File: src/rtl/gid_pkg.sv
package gid_pkg;

    localparam int GID_ADDR_W = 6;

    localparam logic [GID_ADDR_W-1:0] OFF_ENABLE = 6'h10;
    localparam logic [GID_ADDR_W-1:0] OFF_FLAGS  = 6'h14;
    localparam logic [GID_ADDR_W-1:0] OFF_CLEAR  = 6'h1C;
    localparam logic [GID_ADDR_W-1:0] OFF_KIND   = 6'h20;
    localparam logic [GID_ADDR_W-1:0] OFF_POL    = 6'h24;
    localparam logic [GID_ADDR_W-1:0] OFF_ANYEDG = 6'h28;
    localparam logic [GID_ADDR_W-1:0] OFF_SYNC   = 6'h2C;

    typedef enum logic {
        DET_EDGE  = 1'b0,
        DET_LEVEL = 1'b1
    } det_kind_t;

    typedef struct packed {
        det_kind_t kind;
        logic      pol;
        logic      any_edge;
    } det_mode_t;

    // Event for one pin from its current and previous sample.
    function automatic logic pin_event(det_mode_t m, logic cur, logic prv);
        logic rise;
        logic fall;
        rise = cur & ~prv;
        fall = ~cur & prv;
        if (m.any_edge)
            return rise | fall;
        if (m.kind == DET_LEVEL)
            return cur == m.pol;
        return m.pol ? rise : fall;
    endfunction

endpackage

File: src/rtl/gid_regs.sv
module gid_regs
    import gid_pkg::*;
#(
    parameter int N_PINS = 8,
    parameter int DATA_W = 32
) (
    input  logic                  clk,
    input  logic                  rst,
    input  logic                  wr,
    input  logic [GID_ADDR_W-1:0] addr,
    input  logic [DATA_W-1:0]     wdata,
    input  logic [N_PINS-1:0]     flags,
    output logic [DATA_W-1:0]     rdata,
    output logic [N_PINS-1:0]     en_vec,
    output logic [N_PINS-1:0]     sync_vec,
    output det_mode_t [N_PINS-1:0] mode,
    output logic [N_PINS-1:0]     clr_mask
);

    localparam int PAD_W = DATA_W - N_PINS;

    logic [N_PINS-1:0] en_q, kind_q, pol_q, any_q, sync_q;
    logic              unused_wdata_hi;

    assign unused_wdata_hi = ^wdata[DATA_W-1:N_PINS];

    always_ff @(posedge clk) begin
        if (rst) begin
            en_q   <= '0;
            kind_q <= '0;
            pol_q  <= '0;
            any_q  <= '0;
            sync_q <= '0;
        end else if (wr) begin
            case (addr)
                OFF_ENABLE: en_q   <= wdata[N_PINS-1:0];
                OFF_KIND:   kind_q <= wdata[N_PINS-1:0];
                OFF_POL:    pol_q  <= wdata[N_PINS-1:0];
                OFF_ANYEDG: any_q  <= wdata[N_PINS-1:0];
                OFF_SYNC:   sync_q <= wdata[N_PINS-1:0];
                default: ;
            endcase
        end
    end

    assign clr_mask = (wr && addr == OFF_CLEAR) ? wdata[N_PINS-1:0] : '0;
    assign en_vec   = en_q;
    assign sync_vec = sync_q;

    for (genvar i = 0; i < N_PINS; i++) begin : g_mode
        assign mode[i].kind     = det_kind_t'(kind_q[i]);
        assign mode[i].pol      = pol_q[i];
        assign mode[i].any_edge = any_q[i];
    end

    always_comb begin
        case (addr)
            OFF_ENABLE: rdata = {{PAD_W{1'b0}}, en_q};
            OFF_FLAGS:  rdata = {{PAD_W{1'b0}}, flags};
            OFF_KIND:   rdata = {{PAD_W{1'b0}}, kind_q};
            OFF_POL:    rdata = {{PAD_W{1'b0}}, pol_q};
            OFF_ANYEDG: rdata = {{PAD_W{1'b0}}, any_q};
            OFF_SYNC:   rdata = {{PAD_W{1'b0}}, sync_q};
            default:    rdata = '0;
        endcase
    end

endmodule

File: src/rtl/gid_sampler.sv
module gid_sampler #(
    parameter int N_PINS     = 8,
    parameter int SYNC_DEPTH = 3
) (
    input  logic              clk,
    input  logic              rst,
    input  logic [N_PINS-1:0] pin,
    input  logic [N_PINS-1:0] sync_sel,
    output logic [N_PINS-1:0] samp
);

    logic [1:0] age_q;

    always_ff @(posedge clk) begin
        if (rst)
            age_q <= '0;
        else if (age_q != 2'd3)
            age_q <= age_q + 2'd1;
    end

    for (genvar i = 0; i < N_PINS; i++) begin : g_pin
        logic [SYNC_DEPTH-1:0] chain_q;

        always_ff @(posedge clk) begin
            if (rst)
                chain_q <= '0;
            else
                chain_q <= {chain_q[SYNC_DEPTH-2:0], pin[i]};
        end

        assign samp[i] = sync_sel[i] ? chain_q[SYNC_DEPTH-1] : chain_q[0];

        a_r2_raw_sample: assert property (@(posedge clk) disable iff (rst || age_q == 2'd0)
            !sync_sel[i] |-> samp[i] == $past(pin[i]));

        if (SYNC_DEPTH == 3) begin : g_sync_chk
            a_r3_sync_sample: assert property (@(posedge clk) disable iff (rst || age_q != 2'd3)
                sync_sel[i] |-> samp[i] == $past(pin[i], 3));
        end
    end

endmodule

File: src/rtl/gid_detect.sv
module gid_detect
    import gid_pkg::*;
#(
    parameter int N_PINS = 8
) (
    input  logic                   clk,
    input  logic                   rst,
    input  logic [N_PINS-1:0]      samp,
    input  det_mode_t [N_PINS-1:0] mode,
    input  logic [N_PINS-1:0]      clr_mask,
    output logic [N_PINS-1:0]      flags
);

    logic [N_PINS-1:0] prev_q, flag_q, evt;

    always_comb begin
        for (int i = 0; i < N_PINS; i++)
            evt[i] = pin_event(mode[i], samp[i], prev_q[i]);
    end

    always_ff @(posedge clk) begin
        if (rst) begin
            prev_q <= '0;
            flag_q <= '0;
        end else begin
            prev_q <= samp;
            flag_q <= evt | (flag_q & ~clr_mask);
        end
    end

    assign flags = flag_q;

    for (genvar i = 0; i < N_PINS; i++) begin : g_chk
        a_r8_event_sets: assert property (@(posedge clk) disable iff (rst)
            evt[i] |=> flag_q[i]);
        a_r7_clear_takes: assert property (@(posedge clk) disable iff (rst)
            (clr_mask[i] && !evt[i]) |=> !flag_q[i]);
        a_r7_flag_holds: assert property (@(posedge clk) disable iff (rst)
            (flag_q[i] && !clr_mask[i]) |=> flag_q[i]);
    end

endmodule

File: src/rtl/gid_top.sv
module gid_top
    import gid_pkg::*;
#(
    parameter int N_PINS     = 8,
    parameter int DATA_W     = 32,
    parameter int SYNC_DEPTH = 3
) (
    input  logic                  clk,
    input  logic                  rst,
    input  logic [N_PINS-1:0]     pin_in,
    input  logic                  reg_wr,
    input  logic [GID_ADDR_W-1:0] reg_addr,
    input  logic [DATA_W-1:0]     reg_wdata,
    output logic [DATA_W-1:0]     reg_rdata,
    output logic                  irq_out
);

    logic [N_PINS-1:0]      en_vec, sync_vec, clr_mask, samp, flags;
    det_mode_t [N_PINS-1:0] mode;

    gid_regs #(.N_PINS(N_PINS), .DATA_W(DATA_W)) u_regs (
        .clk(clk), .rst(rst), .wr(reg_wr), .addr(reg_addr), .wdata(reg_wdata),
        .flags(flags), .rdata(reg_rdata), .en_vec(en_vec), .sync_vec(sync_vec),
        .mode(mode), .clr_mask(clr_mask)
    );

    gid_sampler #(.N_PINS(N_PINS), .SYNC_DEPTH(SYNC_DEPTH)) u_samp (
        .clk(clk), .rst(rst), .pin(pin_in), .sync_sel(sync_vec), .samp(samp)
    );

    gid_detect #(.N_PINS(N_PINS)) u_det (
        .clk(clk), .rst(rst), .samp(samp), .mode(mode), .clr_mask(clr_mask),
        .flags(flags)
    );

    assign irq_out = |(flags & en_vec);

    a_r9_irq_needs_enable: assert property (@(posedge clk) disable iff (rst)
        (en_vec == '0) |-> !irq_out);

endmodule

File: config.mk
export PLATFORM = sky130hd
export DESIGN_NAME = gid_top
export DESIGN_NICKNAME = d
export VERILOG_FILES = /design/src/rtl/gid_pkg.sv /design/src/rtl/gid_regs.sv /design/src/rtl/gid_sampler.sv /design/src/rtl/gid_detect.sv /design/src/rtl/gid_top.sv
export SDC_FILE = /design/constraint.sdc
export NUM_CORES = 1
export LEC_CHECK = 0
export BUFFER_PORTS_ARGS = -buffer_cell sky130_fd_sc_hd__buf_4
export CAP_MARGIN = 40
export CORE_MARGIN = 1
export CORE_UTILIZATION = 50
export CTS_CLUSTER_SIZE = 20
export DETAILED_ROUTE_END_ITERATION = 12
export PLACE_DENSITY = 0.74
export SKIP_LAST_GASP = 1
export SLEW_MARGIN = 10
export SYNTH_ARGS = -nofsm -noshare
export SYNTH_HDL_FRONTEND = slang
export SYNTH_SLANG_ARGS = --single-unit
File: constraint.sdc
create_clock -name clk -period 3.05 [get_ports clk]
set_input_delay 0 -clock clk [delete_from_list [all_inputs] [get_ports clk]]
set_output_delay 0 -clock clk [all_outputs]
set_load 0.01 [all_outputs]
==> results of run 1 <==
==> metrics by stage <==
step | cell area [sq um] | hold slack (ps)
floorplan | 3870 | 128
global placement | 4000 | 209
detailed placement | 4000 | 215
CTS | 4350 | 229
global route | 4350 | 236
finish | 4350 | 195
==> final cells by class <==
| type | instances | share of cell area, % |
|---|---|---|
| tap | 99 | 2.84 |
| sequential | 80 | 36.8 |
| inverter | 24 | 2.07 |
| timing repair buffer | 49 | 9.37 |
| clock buffer | 11 | 3.25 |
| clock inverter | 5 | 1.29 |
| multi-input combinational | 271 | 44.4 |
==> layer usage <==
layer | vias up | share of wire [%] | wire, um | track usage [%]
li1 | 1388 | - | - | -
met5 | - | 0 | 0 | 0
met2 | 93 | 48 | 3750 | 34.5
met4 | 0 | 1.5 | 113 | 6.49
met3 | 8 | 6.3 | 492 | 5.82
met1 | 1390 | 44 | 3410 | 27.5
==> report_power, final <==
group	leakage, nW	internal, W	switching [W]
registers	0.651	0.00107	0.0000128
logic	1.30	0.0000750	0.0000889
clock network	0.0993	0.000399	0.000369
total	2.05	0.00154	0.000471
==> flip-flops by register name (all words and copies together), names as in the netlist <==
register and flops:
u_regs.any_q 8, u_samp.g_pin.chain_q 24, u_det.flags 8, u_det.prev_q 8, u_regs.en_vec 8, u_regs.pol_q 8
u_regs.sync_vec 8, u_regs.kind_q 8
==> critical path, cell delays in order (launching register included) <==
cell and delay [ps]:
dfxtp_1 390, mux2i_1 440, inv_1 90, ha_1 200, a211oi_1 260, a211o_1 160, a31oi_1 80
==> worst paths after layout <==
check,slack [ps],end,startpoint
worst max-delay path,1290,u_det.flags[0]$_SDFF_PP0_,u_regs.sync_vec[0]$_SDFFE_PP0P_
worst min-delay path,190,u_regs.kind_q[5]$_SDFFE_PP0P_,rst
worst max register to register,1290,u_det.flags[0]$_SDFF_PP0_,u_regs.sync_vec[0]$_SDFFE_PP0P_
worst min register to register,440,u_samp.g_pin[3].chain_q[2]$_SDFF_PP0_,u_samp.g_pin[3].chain_q[1]$_SDFF_PP0_
==> cell usage in the layout, fill, tap and decap left out, drive strengths merged, types with 3 or more instances in the layout <==
master	synthesis	routed
nor2	51	51
mux2i	48	48
clkbuf	10	11
dfxtp	80	80
nor2b	32	32
o21ai	8	8
a31oi	8	8
a211o	8	8
dlygate4sd3	0	16
a211oi	8	8
clkinv	0	3
nand4	3	3
inv	24	24
conb	1	24
nand3	10	10
a22oi	28	28
nand2b	9	9
xnor2	8	8
buf	29	33
ha	16	16
==> logic make-up (layout without fill, tap and decap cells) <==
| family | Yosys count | in the layout |
|---|---|---|
| AO/OA/AOI/OAI | 60 | 60 |
| XOR/XNOR | 8 | 8 |
| adder cells (fa/ha/maj) | 16 | 16 |
| buffers and inverters | 63 | 89 |
| flip-flops | 80 | 80 |
| multiplexers | 48 | 48 |
| other | 1 | 24 |
| AND/OR/NAND/NOR | 115 | 115 |
==> results.cfg, run 1 <==
[logic_synthesis]
netlist_area_sq_um = 3780
synth.area.top_cells = dfxtp_1 (42%), mux2i_1 (13%), a22oi_1 (5.6%)
synth_common_cells = dfxtp_1 (80), nor2_1 (49), mux2i_1 (48), nor2b_1 (32), a22oi_1 (28)
synth-main-ff-cell = dfxtp_1
synth_top_area_cell = dfxtp_1
yosys.area_share.simple_pct = 17.5
async_flop_share_pct = 0
synth_compound_area_share_pct = 11.4
synth_edf_count = 0
yosys_warnings = 0
synth-xor-area-share_pct = 1.85
synthAdderAreaFrac_pct = 5.30
synth_top_family_by_area = simple AND/OR/NAND/NOR gates
synthMuxAreaShare_pct = 12.7
synth_cell_type_count = 31
syn_area_per_cell_sq_um = 9.67
synth.most_common_cell = dfxtp_1
yosysTopAreaCellShare_pct = 42.4
ys_seq_elements = 80
syn-instance-count = 391
synth.yosys.seq_area_share_pct = 42.4

[sta]
tns_ps = 0
min_period_ps = 1760
timing.fmax_mhz = 569
grt_setup_unrepaired = false
setup_slack_ps = 1290
skew_ps = 9.95
hold_violations = 0
setup_violations = 0
drv_slew = 0
worst_slew_pin_slew_ps = 829
relSlewSlack_pct = 44.7
period_share_pct = 57.7

[finish]
layout-area-overhead-vs-synth_pct = 15.2
drive_gt1_share_pct = 13.2
num_antenna_cells = 0
layoutNonFillerInstCount = 539
n_fill_cell = 652
final_util_pct = 59.7
nets = 500
multi_input_area_sq_um = 1930
regArea_sq_um = 1600

[clock_tree]
cts.root.buffer_cell = clkbuf_8
cts_buffer_depth = 2
cts_buffers = 9
clock-sinks = 80
post-cts-setup-buffer-count = 0
path_clk_slew_ps = 80
cts_resized = 0
cts.hold.buffers_added = 16
cts_tree = yes
insertion_delay_ps = 340
htree_num_levels = 3

[route]
drt_iter0_markers = 178
drc = 0
num_vias = 2879
drt_wl_total_mm = 7.76
ant_nets = 0
drt_first_pass_iters = 5
wl_per_cell_um = 14.4
route.detailed.vias_per_inst = 5.34

[power_and_ir_drop]
p_leak_nw = 2.05
power_w = 0.00201
p_per_area_nw_per_um2 = 462
peakVddDrop_mv = 0.352

[setup_path]
path_class = register to register
crit_arrival_ps = 1950
reg2reg_depth = 6
critPathLaunchType = register
crit_fanout = 4
crit_path_end_kind = register
crit_required_ps = 3240

[floorplanning]
io_pins = 82
core_sq_um = 7290
die_area_sq_um = 7910
start_util_pct = 51.8
die_h_um = 88.9
rows = 31
die_w_um = 88.9

[hold_path]
hold_depth = 2
hold_path.class = input pin to register

[global_routing]
track_usage_pct = 21.1
gr-total-overflow = 0
grt_pass1_wl_mm = 12.4
grt_pass1_vias = 2578
antenna_found_initial = 0
grt_max_degree = 81

[run_status]
outcome = completed

[place]
numPlacedInstances = 507
dp_hpwl_mm = 4.94
pre_cts_ws_ps = 1190
place_congestion = 0.768
io_buffers = 33

[run]
maxCapViolCount = 0
Note: power is estimated with default switching activity, not from simulation.
==> inputs of run 2 (changes only) <==
Clock period 3.05 ns to 1.67 ns, I/O delays scaled along.
==> results.cfg, run 2 (same netlist as run 1, synthesis figures left out) <==
[sta]
min_period_ps = 1550
setup_slack_ps = 117
grt_setup_unrepaired = true
setup_violations = 0
hold_violations = 0
period_share_pct = 93.0
tns_ps = 0
timing.fmax_mhz = 644
skew_ps = 11.9
drv_slew = 0

[power_and_ir_drop]
pwr-share-comb_pct = 8.8
p_per_area_nw_per_um2 = 816
intPower_w = 0.00283
pwr-share-clk_pct = 37.9
p_seq_share_pct = 53.3
p_leak_nw = 2.17
p_sw_share_pct = 23.8
switchingPower_w = 0.000883
peakVddDrop_mv = 0.471

[route]
drc = 0
wl_per_cell_um = 14.4
drt_iter0_markers = 188
num_vias = 2954
route.detailed.vias_per_inst = 5.27
ant_nets = 0
drt_wl_total_mm = 8.11
drt_first_pass_iters = 4

[global_routing]
gr-total-overflow = 0
track_usage_pct = 22.1
grt_pass1_wl_mm = 13.1
grt_pass1_vias = 2795
grt_max_degree = 42
antenna_found_initial = 0

[setup_path]
path_class = register to register
crit_path_end_kind = register
crit_fanout = 4
critPathLaunchType = register
crit_required_ps = 1950
crit_arrival_ps = 1840

[finish]
layoutNonFillerInstCount = 561
layout-area-overhead-vs-synth_pct = 20.2
final_util_pct = 62.3
layout_common_cells = dfxtp_1 (78), buf_4 (55), nor2_1 (49)
drive_gt1_share_pct = 18.4
num_antenna_cells = 0
regMostFlops = u_samp.g_pin.chain_q
nets = 523
final_common_cell = dfxtp_1
largest_register_ffs = 24
finalInstanceArea_sq_um = 4540

[place]
placed_area_sq_um = 4180
numPlacedInstances = 530
dp_hpwl_mm = 5.50
io_buffers = 33
pre_cts_ws_ps = 92.8
place_congestion = 0.849

[clock_tree]
cts_buffer_depth = 2
cts_buffers = 9
path_clk_slew_ps = 80
cts_tree = yes
cts.root.buffer_cell = clkbuf_8
htree_num_levels = 3
clock-sinks = 80
insertion_delay_ps = 350

[floorplanning]
die_w_um = 88.9
die_h_um = 88.9
core_sq_um = 7290
start_util_pct = 51.8
io_pins = 82
die_area_sq_um = 7910
rows = 31

[run_status]
outcome = completed

[run]
maxCapViolCount = 0

[hold_path]
hold_path.class = input pin to register
run 2: path summary, 6_finish.rpt:
| check | slack (ps) | start | end | cells past startpoint |
|---|---|---|---|---|
| worst max-delay path | 120 | u_regs.sync_vec[0]$_SDFFE_PP0P_ | u_det.flags[0]$_SDFF_PP0_ | 6 |
| worst min-delay path | 70 | rst | u_det.prev_q[6]$_SDFF_PP0_ | 2 |
| worst max register to register | 120 | u_regs.sync_vec[0]$_SDFFE_PP0P_ | u_det.flags[0]$_SDFF_PP0_ | 6 |
| worst min register to register | 440 | u_samp.g_pin[4].chain_q[1]$_SDFF_PP0_ | u_samp.g_pin[4].chain_q[2]$_SDFF_PP0_ | 1 |
run 2: critical path, stage by stage (launching register included):
cell      delay (ps)
dfxtp_1          390
mux2i_2          330
ha_1             190
nor2b_1          120
a211oi_1          60
a211o_1          270
a31oi_1          120
run 2: metal layers:
metal	share of wire, %	wire length [um]	up-vias	track usage (%)
met1	46	3690	1427	28.3
met5	0	0	-	0
met2	48	3890	92	36.5
met4	1.3	109	0	8.37
li1	-	-	1425	-
met3	5.1	414	10	5.17
run 2: timing repair:
item,in CTS,in global routing
setup buffers,0,0
hold endpoints to repair,48,0
endpoints found under the setup margin,0,4
hold buffers,16,0
gates resized for setup,0,5
run 2: layout make-up:
class | instances | area (sq um)
Multi-Input combinational cell | 271 | 1950
Tap cell | 99 | 124
Inverter | 24 | 90.1
Timing Repair Buffer | 72 | 593
Clock buffer | 11 | 141
Sequential cell | 80 | 1600
Clock inverter | 4 | 45.0
Fill cell | 621 | 2750
run 2: power groups by stage:
stage	Clock (W)	Sequential (W)	Combinational, W
2_1_floorplan	0	0.00201	0.000220
3_3_place_gp	0	0.00202	0.000281
3_5_place_dp	0	0.00202	0.000293
4_1_cts	0.00143	0.00197	0.000324
5_1_grt	0.00152	0.00198	0.000365
6_report	0.00141	0.00198	0.000326
run 2: per-stage QoR:
step	hold WS [ps]	total power, W
6_report	72.0	0.00371
5_1_grt	79.7	0.00387
4_1_cts	58.1	0.00373
3_5_place_dp	215	0.00231
3_3_place_gp	210	0.00230
2_1_floorplan	128	0.00223
